## src/rtl/wdog2s_pkg.sv

```systemverilog
package wdog2s_pkg;
    localparam int CW = 64;
    localparam int DW = 32;
    localparam int AW = 12;

    localparam logic [AW-1:0] A_CTRL  = 12'h000;
    localparam logic [AW-1:0] A_OFS   = 12'h008;
    localparam logic [AW-1:0] A_DLO   = 12'h010;
    localparam logic [AW-1:0] A_DHI   = 12'h014;
    localparam logic [AW-1:0] A_KICK  = 12'h000;
    localparam logic [AW-1:0] A_IDENT = 12'hFCC;

    // bit order matches the control/status register: [2]=rst req, [1]=warn, [0]=enable
    typedef struct packed {
        logic rreq;
        logic warn;
        logic en;
    } wd_stat_t;

    function automatic logic passed(input logic [CW-1:0] cnt, input logic [CW-1:0] dl);
        return cnt >= dl;
    endfunction

    function automatic logic [CW-1:0] deadline(input logic [CW-1:0] cnt, input logic [DW-1:0] ofs);
        return cnt + {{(CW-DW){1'b0}}, ofs};
    endfunction
endpackage

```

## src/rtl/wdog2s_regs.sv

```systemverilog
module wdog2s_regs
    import wdog2s_pkg::*;
#(
    parameter logic [DW-1:0] ID_VALUE = 32'h0201_A5C3
) (
    input  logic           clk,
    input  logic           rst,
    input  logic [AW-1:0]  ctl_addr,
    input  logic           ctl_wr,
    input  logic [DW-1:0]  ctl_wdata,
    input  logic [AW-1:0]  rf_addr,
    input  logic           rf_wr,
    input  wd_stat_t       stat,
    input  logic [CW-1:0]  dl,
    output logic           refresh,
    output logic           en_wr,
    output logic [DW-1:0]  eff_ofs,
    output logic           dlo_wr,
    output logic           dhi_wr,
    output logic [DW-1:0]  ctl_rdata,
    output logic [DW-1:0]  rf_rdata
);
    logic [DW-1:0] ofs_q;
    logic          ofs_wr;

    assign en_wr   = ctl_wr && (ctl_addr == A_CTRL);
    assign ofs_wr  = ctl_wr && (ctl_addr == A_OFS);
    assign dlo_wr  = ctl_wr && (ctl_addr == A_DLO);
    assign dhi_wr  = ctl_wr && (ctl_addr == A_DHI);
    assign refresh = en_wr || ofs_wr || (rf_wr && (rf_addr == A_KICK));
    assign eff_ofs = ofs_wr ? ctl_wdata : ofs_q;

    always_ff @(posedge clk) begin
        if (rst)         ofs_q <= '0;
        else if (ofs_wr) ofs_q <= ctl_wdata;
    end

    always_comb begin
        case (ctl_addr)
            A_CTRL:  ctl_rdata = {{(DW-3){1'b0}}, stat};
            A_OFS:   ctl_rdata = ofs_q;
            A_DLO:   ctl_rdata = dl[DW-1:0];
            A_DHI:   ctl_rdata = dl[CW-1:DW];
            A_IDENT: ctl_rdata = ID_VALUE;
            default: ctl_rdata = '0;
        endcase
    end

    always_comb begin
        rf_rdata = (rf_addr == A_IDENT) ? ID_VALUE : '0;
    end


    ofs_store_chk: assert property (@(posedge clk) disable iff (rst)
        ofs_wr |=> (ofs_q == $past(ctl_wdata)));
endmodule

```

## src/rtl/wdog2s_core.sv

```systemverilog
module wdog2s_core
    import wdog2s_pkg::*;
(
    input  logic          clk,
    input  logic          rst,
    input  logic [CW-1:0] cnt,
    input  logic          refresh,
    input  logic          en_wr,
    input  logic [DW-1:0] wdata,
    input  logic [DW-1:0] eff_ofs,
    input  logic          dlo_wr,
    input  logic          dhi_wr,
    output wd_stat_t      stat,
    output logic [CW-1:0] dl
);
    wd_stat_t      st_q;
    logic [CW-1:0] dl_q;
    logic          fire;

    assign fire = st_q.en && passed(cnt, dl_q);
    assign stat = st_q;
    assign dl   = dl_q;

    always_ff @(posedge clk) begin
        if (rst) begin
            st_q <= '0;
            dl_q <= '0;
        end else begin
            if (en_wr) st_q.en <= wdata[0];
            if (refresh) begin
                dl_q      <= deadline(cnt, eff_ofs);
                st_q.warn <= 1'b0;
            end else if (dlo_wr || dhi_wr) begin
                if (dlo_wr) dl_q[DW-1:0]  <= wdata;
                if (dhi_wr) dl_q[CW-1:DW] <= wdata;
            end else if (fire) begin
                if (!st_q.warn) begin
                    st_q.warn <= 1'b1;
                    dl_q      <= deadline(cnt, eff_ofs);
                end else begin
                    st_q.rreq <= 1'b1;
                end
            end
        end
    end


    rreq_sticky_chk: assert property (@(posedge clk) disable iff (rst)
        st_q.rreq |=> st_q.rreq);

    rreq_after_warn_chk: assert property (@(posedge clk) disable iff (rst)
        $rose(st_q.rreq) |-> $past(st_q.warn));

    refresh_clears_warn_chk: assert property (@(posedge clk) disable iff (rst)
        refresh |=> !st_q.warn);

    idle_no_warn_chk: assert property (@(posedge clk) disable iff (rst)
        !st_q.en |=> !$rose(st_q.warn));

    warn_reload_chk: assert property (@(posedge clk) disable iff (rst)
        (st_q.en && !st_q.warn && !refresh && !dlo_wr && !dhi_wr && (cnt >= dl_q))
        |=> (st_q.warn && dl_q == $past(cnt) + {{(CW-DW){1'b0}}, $past(eff_ofs)}));
endmodule

```

## src/rtl/wdog2s_top.sv

```systemverilog
module wdog2s_top
    import wdog2s_pkg::*;
#(
    parameter logic [31:0] ID_VALUE = 32'h0201_A5C3
) (
    input  logic        clk,
    input  logic        rst,
    input  logic [63:0] cnt_i,
    input  logic [11:0] ctl_addr,
    input  logic        ctl_wr,
    input  logic [31:0] ctl_wdata,
    output logic [31:0] ctl_rdata,
    input  logic [11:0] rf_addr,
    input  logic        rf_wr,
    output logic [31:0] rf_rdata,
    output logic        ws0_o,
    output logic        ws1_o
);
    wd_stat_t      stat;
    logic [CW-1:0] dl;
    logic          refresh, en_wr, dlo_wr, dhi_wr;
    logic [DW-1:0] eff_ofs;

    wdog2s_regs #(.ID_VALUE(ID_VALUE)) regs_i (
        .clk(clk), .rst(rst),
        .ctl_addr(ctl_addr), .ctl_wr(ctl_wr), .ctl_wdata(ctl_wdata),
        .rf_addr(rf_addr), .rf_wr(rf_wr),
        .stat(stat), .dl(dl),
        .refresh(refresh), .en_wr(en_wr), .eff_ofs(eff_ofs),
        .dlo_wr(dlo_wr), .dhi_wr(dhi_wr),
        .ctl_rdata(ctl_rdata), .rf_rdata(rf_rdata)
    );

    wdog2s_core core_i (
        .clk(clk), .rst(rst), .cnt(cnt_i),
        .refresh(refresh), .en_wr(en_wr), .wdata(ctl_wdata),
        .eff_ofs(eff_ofs), .dlo_wr(dlo_wr), .dhi_wr(dhi_wr),
        .stat(stat), .dl(dl)
    );

    assign ws0_o = stat.warn & stat.en;
    assign ws1_o = stat.rreq;


    reset_quiet_chk: assert property (@(posedge clk)
        rst |=> (!ws0_o && !ws1_o));
endmodule

```

## config.mk

```make
export PLATFORM = sky130hd
export DESIGN_NAME = wdog2s_top
export DESIGN_NICKNAME = d
export VERILOG_FILES = /design/src/rtl/wdog2s_pkg.sv /design/src/rtl/wdog2s_regs.sv /design/src/rtl/wdog2s_core.sv /design/src/rtl/wdog2s_top.sv
export SDC_FILE = /design/constraint.sdc
export NUM_CORES = 1
export LEC_CHECK = 0
export ABC_AREA = 1
export CAP_MARGIN = 20
export CORE_MARGIN = 5
export CORE_UTILIZATION = 25
export CTS_CLUSTER_SIZE = 25
export DETAILED_ROUTE_END_ITERATION = 8
export GPL_TIMING_DRIVEN = 1
export HOLD_SLACK_MARGIN = 0.15
export MAX_ROUTING_LAYER = met4
export PLACE_DENSITY = 0.54
export SLEW_MARGIN = 20
export SYNTH_ARGS = -nofsm -noshare
export SYNTH_HDL_FRONTEND = slang
export SYNTH_HIERARCHICAL = 1
export SYNTH_SLANG_ARGS = --single-unit
```

## constraint.sdc

```tcl
create_clock -name clk -period 2.9 [get_ports clk]
set_input_delay 0.435 -clock clk [delete_from_list [all_inputs] [get_ports clk]]
set_output_delay 0.435 -clock clk [all_outputs]
set_load 0.02 [all_outputs]
```

Word-level counts from Yosys, hierarchy flattened. Cells that the tools add are included.

$add $sub $neg: 1. Magnitude comparators: 1. Eq/ne operators: 8. Muxes and demuxes: 9. Bitwise logic cells: 3. Reductions and logical operators: 17.

Operator list (count): 64-bit two-way mux (4); 32-bit case mux with 5 select lines (1); 32-bit two-way mux (3); 64-bit by 32-bit adder with 64-bit output (1); 64-bit greater-or-equal comparator (1); 26-bit two-way mux (1); 12-bit equality test (second input constant) (2); 12-bit by 5-bit equality test with 1-bit output (second input constant) (2); 12-bit zero test (2); 12-bit by 4-bit equality test with 1-bit output (second input constant) (1); 1-bit logical AND (6); 3-bit by 1-bit != test with 1-bit output (second input constant) (2); 3-bit AND reduction (2); 4-bit AND reduction (1); 1-bit logical OR (3); 3-bit by 2-bit != test with 1-bit output (second input constant) (1); 3-bit nonzero test (1); 1-bit NOT (2); 2-bit AND reduction (1); 2-bit OR reduction (1); 1-bit bitwise AND (1).

Bits in registers: 99. Bits of input ports: 124. Output and inout bits: 66. Word-level logic and storage cells: 45.

Depth between registers and ports, before layout.
Depth in word-level cells: 8. Mapped depth: 27. Gate-level depth less buffers: 26.

Hierarchy. Netlist, hierarchy kept.

Modules (own cells, without submodules): wdog2s_core (times used 1, cells an instance 1597, area an instance 8780.9 µm², seq. area each 1341.3 µm²); wdog2s_regs (times used 1, cells an instance 521, area an instance 2951.6 µm², seq. area each 640.6 µm²); wdog2s_top (times used 1, cells an instance 2, area an instance 7.5 µm², seq. area each 0.0 µm²).

Worst setup path before layout. No wires, ideal clock.

Kind: input-to-reg. From: input port ctl_addr[7]. To: register core_i.dl_q[62], in the netlist core_i/dl[62]. Setup time: 0.113 ns. Data arrival time: 2.824 ns. Required time: 2.787 ns. Slack: -0.037 ns. Cell stages on the path: 24. Path buffers: 1. Cell sequence: nor2_2 -> nand2_2 -> nor2_8 -> nand3_4 -> buf_6 -> nand2_1 -> nand2_1 -> inv_1 -> inv_1 -> fa_1 -> o21ai_2 -> nand2_1 -> nand2_1 -> nand2_1 -> nand2_1 -> nand2_1 -> nand2_1 -> nand2_1 -> nand2_1 -> nand2_1 -> nand3_1 -> nand2_1 -> nor2_1 -> nor2_1.

Word-level cells in the longest chain between the ends: 8. Elaborated cells on any way between the ends: 21. Classes of those cells: add/sub (1); eq/ne (5); mux (5); reduce/logical (10).

RTL lines: start: declaration (RTL line wdog2s_top.sv:9) `input logic [11:0] ctl_addr,`; 12-bit by 4-bit equality test with 1-bit output * (RTL line wdog2s_regs.sv:27) `assign ofs_wr = ctl_wr && (ctl_addr == A_OFS);`; 1-bit logical AND * (RTL line wdog2s_regs.sv:27); 32-bit two-way mux * (RTL line wdog2s_regs.sv:31) `assign eff_ofs = ofs_wr ? ctl_wdata : ofs_q;`; net eff_ofs[1] (RTL line wdog2s_top.sv:22) `logic [DW-1:0] eff_ofs;`; 64-bit by 32-bit adder with 64-bit output * (RTL line wdog2s_pkg.sv:25) `return cnt + {{(CW-DW){1'b0}}, ofs};`; 64-bit two-way mux (RTL line wdog2s_core.sv:37) `if (!st_q.warn) begin`; 64-bit two-way mux (RTL line wdog2s_core.sv:36) `end else if (fire) begin`; 64-bit two-way mux (RTL line wdog2s_core.sv:33) `end else if (dlo_wr || dhi_wr) begin`; 64-bit two-way mux * (RTL line wdog2s_core.sv:30) `if (refresh) begin`; end signal: assignment (RTL line wdog2s_core.sv:31) `dl_q <= deadline(cnt, eff_ofs);`; end signal: indexed assignment (RTL line wdog2s_core.sv:34) `if (dlo_wr) dl_q[DW-1:0] <= wdata;`; end signal: indexed assignment (RTL line wdog2s_core.sv:35) `if (dhi_wr) dl_q[CW-1:DW] <= wdata;`; end: declaration (RTL line wdog2s_core.sv:17) `logic [CW-1:0] dl_q;`.

The timed path passes the listed nets; every way through them passes the cells marked *. The select of a mux whose other input is x is not followed. A chain may end at the register's enable or synchronous reset.

Worst setup path after layout.
From: input port ctl_addr[7]. To: register regs_i.ofs_q[10].

Word-level cells in the longest chain between the ends: 3.

RTL lines: 12-bit by 4-bit equality test with 1-bit output (RTL line wdog2s_regs.sv:27); 1-bit logical AND (RTL line wdog2s_regs.sv:27); 32-bit two-way mux; end signal: assignment (RTL line wdog2s_regs.sv:35) `else if (ofs_wr) ofs_q <= ctl_wdata;`; end: declaration (RTL line wdog2s_regs.sv:23) `logic [DW-1:0] ofs_q;`.

No other way between the ends.

==> metrics <==
fill count 4813; placed insts 3231; first-pass GRT wire length 92200 um; CP required 3240 ps; Crit. Startpoint ctl_addr[7]; Fin. Hold Viols 0; initial antenna violation count 3; Starting Density 25.3%; HPWL after DPL 51400 um; gr usage total 24.5%; Die ar. 51400 um2; maxcap violations 0; Layout Cells excl Fill 3320; Worst Path Class, Setup input pin to flop; dpl ws -1160 ps; Avg Vias per Cell 4.83; Final Max Slew Viols 0; CTS tree built; total gr overflow 0; total CTS buffers 9; setup repair after global routing missed its margin true; clock network power share 38.9%; share of layout cells above drive strength 1 36.3%; IO Pins 190; Die Width 227 um; Post-Syn Area 11700 um2; Net Sw Frac 31.1%; DR WL/cell 19.7 um; Pre-Repair DR Iteration Count 5; via count 16000; # DRC 0; Worst Clk Skew 14.7 ps; RePlAce Congestion 1.01; post-synth top area share 21.5%; die height 227 um; Max FO, Critical Path 11; Synth async-reset ratio 0%; H-tree lvl count 3; #FFs+latches synth 99; Worst VDD drop 313 uV; Sink Count 99; net switching power 1.23 mW; power share of the combinational group 26.9%; period utilisation layout 99.7%; Cells after Synth 2120; Power Dens Cells 193 nW/um2; DP Area 17100 um2; synth unique cells 42; RR Startpoint core_i/dl[1]; Pleak 10.6 nW; worst-skew pair later-pin latency 410 ps; Clock Path Buffers 2; YS warnings 6; Max-Slew Margin vs Limit 65.7%; Slew @ Worst Pin 514 ps; Final WS setup 9.52 ps; final setup fails 0; sequential cell area 1980 um2; # rows 79; vias in the first global route 15200; outcome completed; Core Region 46500 um2; Worst Setup Start Kind input pin; largest net degree at the start of global routing 67; Nets 2929; Post-synth EDFFs 0; hold path startpoint core_i/dl[20]; IO Port Bufs 167; synthesized area per cell 5.54 um2; Antenna Violating Nets Remaining 0; worst hold margin 505 ps; sequential-to-total area share from yosys stat 16.9%; fmax 0.346 GHz; Detailed Route Iter0 Violations 1546; Period minus WS final 2890 ps; largest area contributor in the netlist nand2_1; Area Growth Syn to Fin 75.8%; top_reg_cell synth dfxtp_1; multi-input logic area 10300 um2; Total Wirelength 65300 um; Root Driver clkbuf_16; HP Class flop to flop; critical path endpoint category flop; crit path DAT 3230 ps; Synth area leaders nand2_1 (21%), dfxtp_1 (17%), inv_1 (11%), ha_1 (10%), nor2_1 (8.4%); Int Pwr 2.74 mW; power share of the sequential group 34.2%; Final Instance Area 20600 um2; Reg clk slew, reported paths 80 ps
[power groups by stage]
stage	clock (mW)	sequential, mW	combinational (mW)
CTS	1.57	1.36	0.993
floorplan	0	1.39	0.373
detailed placement	0	1.39	0.910
global route	1.61	1.36	1.15
global placement	0	1.39	0.906
finish	1.55	1.36	1.07
[path summary, 6_finish.rpt]
kind,to,slack (ps),cells after the start
max,regs_i/ofs_q[10],10,24
min,core_i/dl[20],500,2
max reg2reg,core_i/dl[56],170,22
min reg2reg,core_i/dl[20],500,2
[logic make-up after synthesis]
| logic type | after synthesis | synth area share, % |
|---|---|---|
| other | 1 | 0.0319 |
| XOR/XNOR | 13 | 0.970 |
| flip-flops | 99 | 16.9 |
| AND/OR/NAND/NOR | 1287 | 47.5 |
| buffers and inverters | 445 | 16.3 |
| AO/OA/AOI/OAI | 178 | 7.91 |
| adder cells (fa/ha/maj) | 97 | 10.4 |
[synth_stat cells (3+ instances only)]
library cell	n
nand3b_1	37
buf_6	12
nor3_1	23
nand2_1	671
xnor2_1	10
nand2_4	3
buf_4	33
buf_2	25
xor2_1	3
o21a_1	6
a21oi_1	107
dfxtp_1	99
o21ai_0	54
inv_1	345
clkbuf_1	23
nand3_1	194
nor2_1	262
buf_1	4
nor3_2	6
and3_1	3
ha_1	96
nor2_4	3
nand4_1	65
nor2_2	9
[worst max-delay path, cell delays in order]
cell and delay, ps:
buf_8 100, nor2_4 120, nand2_4 80, nor2_8 180, nand3_4 130, buf_6 150, buf_12 140, nand2_2 60
nand2_2 70, buf_4 130, buf_4 120, buf_4 120, buf_4 120, buf_4 120, buf_4 120, buf_4 120
buf_4 120, buf_4 120, buf_4 120, buf_4 120, buf_4 120, buf_4 120, buf_4 120, nor2_1 60
[metrics by stage]
stage	power (mW)	setup TNS, ps	util [%]
floorplan	1.76	0	-
global route	4.12	-3590	44.4
detailed placement	2.30	-62770	36.8
global placement	2.30	-60980	36.8
CTS	3.92	0	41.1
finish	3.98	0	44.4
[per-layer routing]
metal  vias to the layer above  wire [um]  track usage, %
met5                         -          0               -
met4                         0       1830            6.85
met3                        94       5540            3.86
met2                       663      29200            37.8
met1                      7469      28800            33.4
li1                       7823          -               -
[timing repair]
action                                  CTS  global route
pin swaps                                77           162
endpoints found under the setup margin   91            77
gates cloned                              2             9
setup buffers                            52            18
hold buffers                              0             0
gates resized for setup                 341           387
[cell type report]
type | instances | share of cell area [%]
clock buffer | 10 | 1.16
antenna | 1 | 0.0121
clock inverter | 5 | 0.521
timing repair buffer | 652 | 28.9
inverter | 348 | 6.39
sequential | 99 | 9.60
tap | 607 | 3.68
multi-input combinational | 1598 | 49.7
[placed cells by master (no fill, tap or decap), drive strengths merged, types with 19 or more instances in the layout]
| cell | Yosys | final |
|---|---|---|
| a21oi | 107 | 107 |
| buf | 74 | 490 |
| clkdlybuf4s50 | 0 | 133 |
| conb | 1 | 22 |
| dfxtp | 99 | 99 |
| dlymetal6s2s | 0 | 19 |
| ha | 96 | 96 |
| inv | 347 | 349 |
| nand2 | 676 | 677 |
| nand3 | 195 | 195 |
| nand3b | 37 | 37 |
| nand4 | 65 | 65 |
| nor2 | 275 | 275 |
| nor3 | 29 | 29 |
| o21ai | 58 | 58 |
[sequential cells by signal, summed over array words and instances (netlist names)]
register      flops
core_i/dl        64
regs_i/ofs_q     32
core_i/stat       3
(Power assumes the default switching activity.)
